[config.mk]
export PLATFORM = sky130hd
export DESIGN_NAME = thermal_vgov
export DESIGN_NICKNAME = d
export VERILOG_FILES = /design/src/rtl/tvg_pkg.sv /design/src/rtl/tvg_interval_timer.sv /design/src/rtl/tvg_level_step.sv /design/src/rtl/tvg_code_table.sv /design/src/rtl/thermal_vgov.sv
export SDC_FILE = /design/constraint.sdc
export NUM_CORES = 1
export LEC_CHECK = 0
export ABC_AREA = 1
export CAP_MARGIN = 20
export CORE_ASPECT_RATIO = 0.8
export CORE_MARGIN = 3
export CORE_UTILIZATION = 43
export CTS_CLUSTER_SIZE = 30
export DETAILED_ROUTE_END_ITERATION = 16
export GPL_TIMING_DRIVEN = 1
export PLACE_DENSITY = 0.79
export SYNTH_ARGS = -nofsm -noshare
export SYNTH_HDL_FRONTEND = slang
export SYNTH_SLANG_ARGS = --single-unit
[constraint.sdc]
create_clock -name clk -period 2.7 [get_ports clk]
set_input_delay 0.405 -clock clk [delete_from_list [all_inputs] [get_ports clk]]
set_output_delay 0.405 -clock clk [all_outputs]
set_load 0.005 [all_outputs]
[src/rtl/tvg_pkg.sv]
package tvg_pkg;

    typedef enum logic [1:0] {
        ACT_HOLD  = 2'd0,
        ACT_DOWN  = 2'd1,
        ACT_UP    = 2'd2,
        ACT_PANIC = 2'd3
    } tvg_act_e;

    // Linear per-level code: base plus step times level index
    function automatic int unsigned tvg_code(input int unsigned base,
                                             input int unsigned step,
                                             input int unsigned idx);
        return base + step * idx;
    endfunction

endpackage

[src/rtl/tvg_interval_timer.sv]
module tvg_interval_timer #(
    parameter int CW = 8
) (
    input  logic          clk,
    input  logic          rst_n,
    input  logic          tick,
    input  logic [CW-1:0] interval,
    output logic          eval
);
    localparam logic [CW-1:0] CNT_MAX = '1;

    typedef struct packed {
        logic [CW-1:0] cnt;
    } tmr_t;

    tmr_t tmr_d, tmr_q;

    always_comb begin
        tmr_d = tmr_q;
        eval  = 1'b0;
        if (tick) begin
            if (tmr_q.cnt >= interval) begin
                eval      = 1'b1;
                tmr_d.cnt = '0;
            end else if (tmr_q.cnt != CNT_MAX) begin
                tmr_d.cnt = tmr_q.cnt + 1'b1;
            end
        end
    end

    always_ff @(posedge clk or negedge rst_n) begin
        if (!rst_n) begin
            tmr_q <= '0;
        end else begin
            tmr_q <= tmr_d;
        end
    end

    // every evaluation restarts the count
    a_r1_restart: assert property (@(posedge clk) disable iff (!rst_n)
        eval |=> (tmr_q.cnt == '0));

    // without a tick the count is frozen
    a_r1_frozen: assert property (@(posedge clk) disable iff (!rst_n)
        !tick |=> $stable(tmr_q.cnt));

endmodule

[src/rtl/tvg_level_step.sv]
module tvg_level_step
    import tvg_pkg::*;
#(
    parameter int NLEV = 8,
    parameter int LW   = 3,
    parameter int TW   = 8
) (
    input  logic          clk,
    input  logic          rst_n,
    input  logic          eval,
    input  logic [TW-1:0] temp_max,
    input  logic [TW-1:0] temp_crit,
    output logic [LW-1:0] level,
    output logic          panic,
    output logic          changed,
    output logic          at_max
);
    localparam logic [LW-1:0] TOP = LW'(NLEV - 1);

    typedef struct packed {
        logic [LW-1:0] level;
        logic          panic;
        logic          changed;
    } st_t;

    st_t      st_d, st_q;
    tvg_act_e act;
    logic     hot;

    assign hot = (temp_max > temp_crit);

    always_comb begin
        act = ACT_HOLD;
        if (eval) begin
            if (hot) begin
                act = (st_q.level != '0) ? ACT_DOWN : ACT_PANIC;
            end else if (st_q.level != TOP) begin
                act = ACT_UP;
            end
        end
    end

    always_comb begin
        st_d         = st_q;
        st_d.changed = 1'b0;
        if (eval && !hot) begin
            st_d.panic = 1'b0;
        end
        unique case (act)
            ACT_DOWN: begin
                st_d.level   = st_q.level - 1'b1;
                st_d.changed = 1'b1;
            end
            ACT_UP: begin
                st_d.level   = st_q.level + 1'b1;
                st_d.changed = 1'b1;
            end
            ACT_PANIC: begin
                st_d.panic = 1'b1;
            end
            default: begin
            end
        endcase
    end

    always_ff @(posedge clk or negedge rst_n) begin
        if (!rst_n) begin
            st_q.level   <= TOP;
            st_q.panic   <= 1'b0;
            st_q.changed <= 1'b0;
        end else begin
            st_q <= st_d;
        end
    end

    assign level   = st_q.level;
    assign panic   = st_q.panic;
    assign changed = st_q.changed;
    assign at_max  = (st_q.level == TOP);

    // the level and the panic flag only move on an evaluation
    a_r1_hold: assert property (@(posedge clk) disable iff (!rst_n)
        !eval |=> ($stable(st_q.level) && $stable(st_q.panic)));

    // a hot evaluation above the floor steps down
    a_r2_down: assert property (@(posedge clk) disable iff (!rst_n)
        (eval && hot && st_q.level != '0) |=> (st_q.level == $past(st_q.level) - 1'b1));

    // a hot evaluation at the floor raises panic and holds
    a_r3_floor_panic: assert property (@(posedge clk) disable iff (!rst_n)
        (eval && hot && st_q.level == '0) |=> (st_q.panic && st_q.level == '0));

    // a cool evaluation below the top steps up
    a_r4_up: assert property (@(posedge clk) disable iff (!rst_n)
        (eval && !hot && st_q.level != TOP) |=> (st_q.level == $past(st_q.level) + 1'b1));

    // saturation at the top
    a_r5_saturate: assert property (@(posedge clk) disable iff (!rst_n)
        (eval && !hot && at_max) |=> (at_max && !changed));

    // the pulse marks exactly the edges where the level moved
    a_r7_pulse: assert property (@(posedge clk) disable iff (!rst_n)
        1'b1 |=> (changed == (st_q.level != $past(st_q.level))));

    // a cool evaluation clears panic
    a_r8_clear: assert property (@(posedge clk) disable iff (!rst_n)
        (eval && !hot) |=> !st_q.panic);

endmodule

[src/rtl/tvg_code_table.sv]
module tvg_code_table
    import tvg_pkg::*;
#(
    parameter int NLEV   = 8,
    parameter int LW     = 3,
    parameter int VW     = 8,
    parameter int FW     = 8,
    parameter int V_BASE = 60,
    parameter int V_STEP = 10,
    parameter int F_BASE = 40,
    parameter int F_STEP = 20
) (
    input  logic [LW-1:0] idx,
    output logic [VW-1:0] volt,
    output logic [FW-1:0] freq
);
    logic [VW-1:0] vtab [NLEV];
    logic [FW-1:0] ftab [NLEV];

    for (genvar g = 0; g < NLEV; g++) begin : g_entry
        assign vtab[g] = VW'(tvg_code(V_BASE, V_STEP, g));
        assign ftab[g] = FW'(tvg_code(F_BASE, F_STEP, g));
    end

    always_comb begin
        volt = vtab[0];
        freq = ftab[0];
        for (int i = 0; i < NLEV; i++) begin
            if (idx == LW'(i)) begin
                volt = vtab[i];
                freq = ftab[i];
            end
        end
    end

endmodule

[src/rtl/thermal_vgov.sv]
module thermal_vgov #(
    parameter int NLEV   = 8,
    parameter int TW     = 8,
    parameter int CW     = 8,
    parameter int VW     = 8,
    parameter int FW     = 8,
    parameter int V_BASE = 60,
    parameter int V_STEP = 10,
    parameter int F_BASE = 40,
    parameter int F_STEP = 20,
    localparam int LW    = (NLEV > 1) ? $clog2(NLEV) : 1
) (
    input  logic          clk,
    input  logic          rst_n,
    input  logic          tick,
    input  logic [TW-1:0] temp_max,
    input  logic [TW-1:0] temp_crit,
    input  logic [CW-1:0] interval,
    output logic [LW-1:0] level,
    output logic [VW-1:0] volt_code,
    output logic [FW-1:0] freq_code,
    output logic          changed,
    output logic          panic,
    output logic          at_max
);
    logic eval;

    tvg_interval_timer #(.CW(CW)) u_timer (
        .clk      (clk),
        .rst_n    (rst_n),
        .tick     (tick),
        .interval (interval),
        .eval     (eval)
    );

    tvg_level_step #(.NLEV(NLEV), .LW(LW), .TW(TW)) u_step (
        .clk       (clk),
        .rst_n     (rst_n),
        .eval      (eval),
        .temp_max  (temp_max),
        .temp_crit (temp_crit),
        .level     (level),
        .panic     (panic),
        .changed   (changed),
        .at_max    (at_max)
    );

    tvg_code_table #(
        .NLEV(NLEV), .LW(LW), .VW(VW), .FW(FW),
        .V_BASE(V_BASE), .V_STEP(V_STEP), .F_BASE(F_BASE), .F_STEP(F_STEP)
    ) u_table (
        .idx  (level),
        .volt (volt_code),
        .freq (freq_code)
    );

    // codes move only together with a level change pulse
    a_r6_codes_stable: assert property (@(posedge clk) disable iff (!rst_n)
        !changed |-> ($stable(freq_code) && $stable(volt_code)));

    // a change pulse always comes with a new frequency code
    a_r6_codes_follow: assert property (@(posedge clk) disable iff (!rst_n)
        changed |-> (freq_code != $past(freq_code)));

endmodule

# After elaboration in Yosys (flattened, before gate mapping)
# Index checks and enable logic that the tools add are counted.
# word_totals
input_bits	27
word_cells	55
out_inout_bits	22
ff_bits	13
# classes
n_reduce_logical	8
muxes	26
eq_ne	12
addsub	3
order_cmp	2
# ops
op	n
$mux W7	9
$mux W8	6
$eq A3 B3 Y1 const B	4
$add A8 B1 Y8 const B	1
$ge A8 B8 Y1	1
$gt A8 B8 Y1	1
$mux W2	4
$ne A8 B8 Y1 const B	1
$eq A3 B2 Y1 const B	2
$pmux W3 S2	1
$reduce_bool A2 Y1	3
$mux W1	5
$mux W5	1
$eq A2 B2 Y1 const B	2
$add A3 B1 Y3 const B	1
$eq A3 B1 Y1 const B	1
$ne A3 B3 Y1 const B	1
$reduce_bool A3 Y1	1
$sub A3 B1 Y3 const B	1
$eq A2 B1 Y1 const B	1
$reduce_and A2 Y1	1
$reduce_or A2 Y1	1
$logic_and A1 B1 Y1	1
$logic_not A1 Y1	1

# Logic depth before layout (Yosys ltp)
# logic_depth
depth_word	8
ltp_mapped	19
ltp_nobuf	19

# Hierarchy
# Synthesis repeated with hierarchy kept, for this count alone.
# unflattened
cells_unflattened	202
area_unflattened_um2	1392.6
# by_module_without_submodules
module	n_inst	cells_per_inst	area_per_inst_um2	seq_area_each_um2
tvg_interval_timer	1	106	738.2	200.2
tvg_level_step	1	66	495.5	128.9
tvg_code_table	1	30	158.9	0.0

# Least setup slack after synthesis
# OpenSTA, ideal clock, no wires.
# synth_timing
path_type	reg2reg
from	register u_timer.tmr_q[3] (netlist bit)
to	register, netlist name u_step.level[2]
setup_slack_ns	0.591
setup_ns	0.078
arrival_ns	2.031
required_time_ns	2.622
path_stages_with_launch	15
n_path_buf	0
period_less_slack_ns	2.109
cell_sequence	dfrtp_1 -> ha_1 -> nand2_1 -> o21bai_1 -> nand2_1 -> nand2_1 -> nand2_2 -> nand2_1 -> nor2_1 -> inv_1 -> ha_1 -> inv_1 -> o21ai_0 -> o21ai_0 -> inv_1
# synth_via
elab_chain_cells	6
elab_cells_between_ends	8
cone_classes	order compare: 1; eq/ne: 2; mux: 4; reduce/logical: 1
# synth_lines
item	line	rtl
start: declaration	tvg_interval_timer.sv:16	tmr_t tmr_d, tmr_q;
start signal: assignment	tvg_interval_timer.sv:35	tmr_q <= tmr_d;
$ge A8 B8 Y1 (*)	tvg_interval_timer.sv:22	if (tmr_q.cnt >= interval) begin
$mux W1 (*)	tvg_interval_timer.sv:22	
$mux W1 (*)	tvg_interval_timer.sv:21	if (tick) begin
$mux W2 (*)	tvg_level_step.sv:34	if (eval) begin
$eq A2 B2 Y1 / $eq A2 B1 Y1 (equally long branches)	tvg_level_step.sv:49	unique case (act)
$pmux W3 S2 / $reduce_bool A2 Y1 (equally long branches)	--	
# Mark *: on every way between the ends. The rest lies on a longest branch, timed or not.
# A chain may end at the register's enable or synchronous reset.

# Final worst setup path
# layout_timing
from	register, netlist name u_step.level[0]
to	output port volt_code[2]
# layout_via
elab_chain_cells	7
elab_cells_between_ends	12
cone_classes	eq/ne: 6; mux: 6
# layout_lines
item	line	rtl
$eq A3 B2 Y1	tvg_code_table.sv:29	if (idx == LW'(i)) begin
$mux W7 (5 in series)	tvg_code_table.sv:29	
$mux W8 (*)	tvg_code_table.sv:29	
end: declaration	thermal_vgov.sv:20	output logic [VW-1:0] volt_code,
# Marks and branches as above.

==> impl_metrics.yaml <==
logic_synthesis:
  synth_seq_cells: 13
  synthMuxAreaShare_pct: 0
  yosys.area_share.simple_pct: 25.9
  yosys_warnings: 0
  synth_xor_area_share_pct: 4.90
  avgSynthCellArea_um2: 6.87
  synth.distinct_cells: 25
  synthAdderAreaFrac_pct: 22.8
  mappedNetlistArea_um2: 1430
  yosysSeqAreaShare_pct: 23.0
  synth_top_family_by_area: "simple AND/OR/NAND/NOR gates"
  synth-compound-area-share_pct: 9.46
  synthCells: 208
drt:
  num_vias: 1394
  ant_nets: 0
  viasPerCell: 4.68
  drc: 0
  post_drt_wl_per_cell_um: 10.4
  drt_iter0_drc: 39
  firstDrtPassIters: 4
  routed_wl_mm: 3.11
critical_path:
  crit_path_max_fanout: 5
  cp.arrival_ns: 2.19
  crit_type: "reg -> out"
  cp_cell_sequence: "buf_6 -> buf_4 -> ha_2 -> nand2_1 -> a311oi_2 -> clkdlybuf4s50_1"
  critPathBufInv: 3
  cp_data_required_time_ns: 2.30
  crit_slowest_cell: "clkdlybuf4s50_1"
  crit_path_end_kind: "output port"
  crit_family: "buffers and inverters"
  cp_slowest_stage_delay_ns: 0.55
  start_kind: "register"
place:
  port_buffers: 45
  place.gp.congestion: 0.819
  place_area_um2: 1910
  hpwl_mm: 2.48
clock_tree:
  root_buffer: "clkbuf_8"
  path_clk_slew_ns: 0.06
  numClockSinks: 13
  cts-htree-levels: 1
  insertion_delay_ns: 0.25
  cts_tree: "built"
  cts_buffers: 3
  hold_buffers: 0
  cts_max_path_buffers: 2
hold_path:
  hold_class: "reg -> reg"
power:
  ir_worst_vdd_uv: 572
  p_leak_nw: 1.11
  power_density_nw_per_um2: 806
status:
  run_status: "complete, no violations"
layout:
  final_util_pct: 64.4
  design_area_um2: 2020
  syn_to_final_growth_pct: 41.1
  final_nets: 312
  diodes: 0
  drive_gt1_share_pct: 9.30
global_routing:
  grt_max_degree: 14
  grt_first_pass_wirelength_mm: 5.09
  track_usage_pct: 15.3
  grt_antenna_before_repair: 0
  first_global_vias: 1237
  gr-total-overflow: 0
floorplanning:
  io_pins: 49
  die_width_um: 70.5
  start_util_pct: 45.6
  dieArea_um2: 4060
  die_h_um: 57.6
  core-area_um2: 3130
  rows: 18
sta:
  finalCriticalPeriod_ns: 2.60
  finalSetupViolCount: 0
  rsz0062_at_grt: "false"
  slew_headroom_pct: 60.4
  max_freq_mhz: 385
  finalMaxSlewViolations: 0
  tightest_slew_ns: 0.591
  fin_worst_skew_ns: 0.00827
  finalHoldViolations: 0
  period_share_pct: 96.2
flow_run:
  cap_violations: 0
-- where the power goes --
part | internal [W] | switching [W]
logic | 0.000624 | 0.000460
registers | 0.000267 | 0.0000953
clock network | 0.000104 | 0.0000728
total | 0.000996 | 0.000628
-- metal layers --
layer	global-route usage [%]	up-vias	routed length, um
li1	-	738	-
met1	20.7	614	1540
met2	24.7	37	1390
met3	4.05	5	151
met4	3.28	0	26
met5	0	-	0
-- cells by family (layout without fill, tap and decap cells) --
logic type               Yosys count  in the layout
other                              1              3
AO/OA/AOI/OAI                     24             24
flip-flops                        13             13
AND/OR/NAND/NOR                   90             90
XOR/XNOR                           8              8
adder cells (fa/ha/maj)           26             26
buffers and inverters             46             94
-- synthesized netlist by cell type --
| cell | instances | share of area [%] |
|---|---|---|
| a21o_1 | 1 | 0.53 |
| a21oi_1 | 8 | 2.8 |
| a311oi_1 | 1 | 0.61 |
| buf_4 | 6 | 3.2 |
| clkinv_1 | 1 | 0.26 |
| conb_1 | 1 | 0.26 |
| dfrtp_1 | 10 | 18 |
| dfstp_2 | 3 | 5.5 |
| ha_1 | 26 | 23 |
| inv_1 | 39 | 10 |
| nand2_1 | 62 | 16 |
| nand2_2 | 1 | 0.44 |
| nand3_1 | 6 | 2.1 |
| nand3_2 | 1 | 0.70 |
| nand3b_1 | 1 | 0.53 |
| nand4_1 | 3 | 1.3 |
| nor2_1 | 14 | 3.7 |
| nor2_2 | 1 | 0.44 |
| o21a_1 | 1 | 0.53 |
| o21ai_0 | 11 | 3.9 |
| o21bai_1 | 1 | 0.53 |
| o31a_1 | 1 | 0.61 |
| or2_2 | 1 | 0.44 |
| xnor2_1 | 1 | 0.61 |
| xor2_1 | 7 | 4.3 |
-- placed cells by master (no fill, tap or decap), types with 3 or more instances in the layout --
| cell type | count |
|---|---|
| conb_1 | 3 |
| clkdlybuf4s50_1 | 44 |
| o21ai_0 | 10 |
| nand2_1 | 61 |
| dfrtp_1 | 10 |
| clkbuf_8 | 3 |
| buf_4 | 4 |
| inv_1 | 38 |
| a21oi_1 | 8 |
| ha_1 | 21 |
| xor2_1 | 7 |
| nor2_1 | 14 |
| ha_2 | 4 |
| nand3_1 | 6 |
| dfstp_2 | 3 |
| nand4_1 | 3 |
-- sequential cells by signal, summed over array words and instances, names as in the netlist --
register	count
u_step.changed	1
u_step.panic	1
u_step.level	3
u_timer.tmr_q	8
-- path summary, 6_finish.rpt --
kind / from / endpoint / slack, ns / cells after the start
min in group asynchronous: rst_n / u_step.changed$_DFF_PN0_ / 0.53 / 1
max in group asynchronous: rst_n / u_timer.tmr_q[1]$_DFFE_PN0P_ / 1.78 / 1
max reg2reg: u_timer.tmr_q[3]$_DFFE_PN0P_ / u_step.level[2]$_DFFE_PN1P_ / 0.39 / 15
min reg2reg: u_step.panic$_DFFE_PN0P_ / u_step.panic$_DFFE_PN0P_ / 0.47 / 2
max: u_step.level[0]$_DFFE_PN1P_ / volt_code[2] / 0.10 / 6
min: u_step.panic$_DFFE_PN0P_ / u_step.panic$_DFFE_PN0P_ / 0.47 / 2
-- worst register-to-register path, stage by stage (launching register included) --
cell and delay, ns:
dfrtp_1 0.45, ha_1 0.33, nand2_1 0.07, o21bai_1 0.15
nand2_1 0.07, nand2_1 0.08, nand2_2 0.08, nand2_1 0.08
nor2_1 0.14, inv_1 0.06, ha_1 0.34, inv_1 0.10
o21ai_0 0.11, nand2_1 0.07, o21ai_0 0.07, inv_1 0.06
-- final cells by class --
type / count / area (um^2)
Timing Repair Buffer: 50 / 494
Clock buffer: 4 / 45.0
Inverter: 40 / 150
Sequential cell: 13 / 329
Tap cell: 40 / 50.0
Fill cell: 261 / 1110
Multi-Input combinational cell: 151 / 947
-- through the flow --
step / TNS, ns / setup WS [ns] / cells / hold slack (ns) / total power (W)
after global routing: 0 / 0.00738 / 298 / 0.497 / 0.00179
after floorplan: 0 / 0.591 / 210 / 0.109 / 0.000878
after global placement: 0 / 0.0504 / 291 / 0.463 / 0.00136
after detailed placement: -0.0211 / -0.0211 / 291 / 0.469 / 0.00137
after CTS: 0 / 0.0245 / 295 / 0.483 / 0.00156
final: 0 / 0.103 / 298 / 0.473 / 0.00162
-- repair_timing --
item | in CTS | in global routing
gates resized for setup | 2 | 11
pin swaps | 0 | 0
endpoints found under the setup margin | 1 | 5
buffers inserted | 0 | 3
Power figures use the tool's default switching activity.
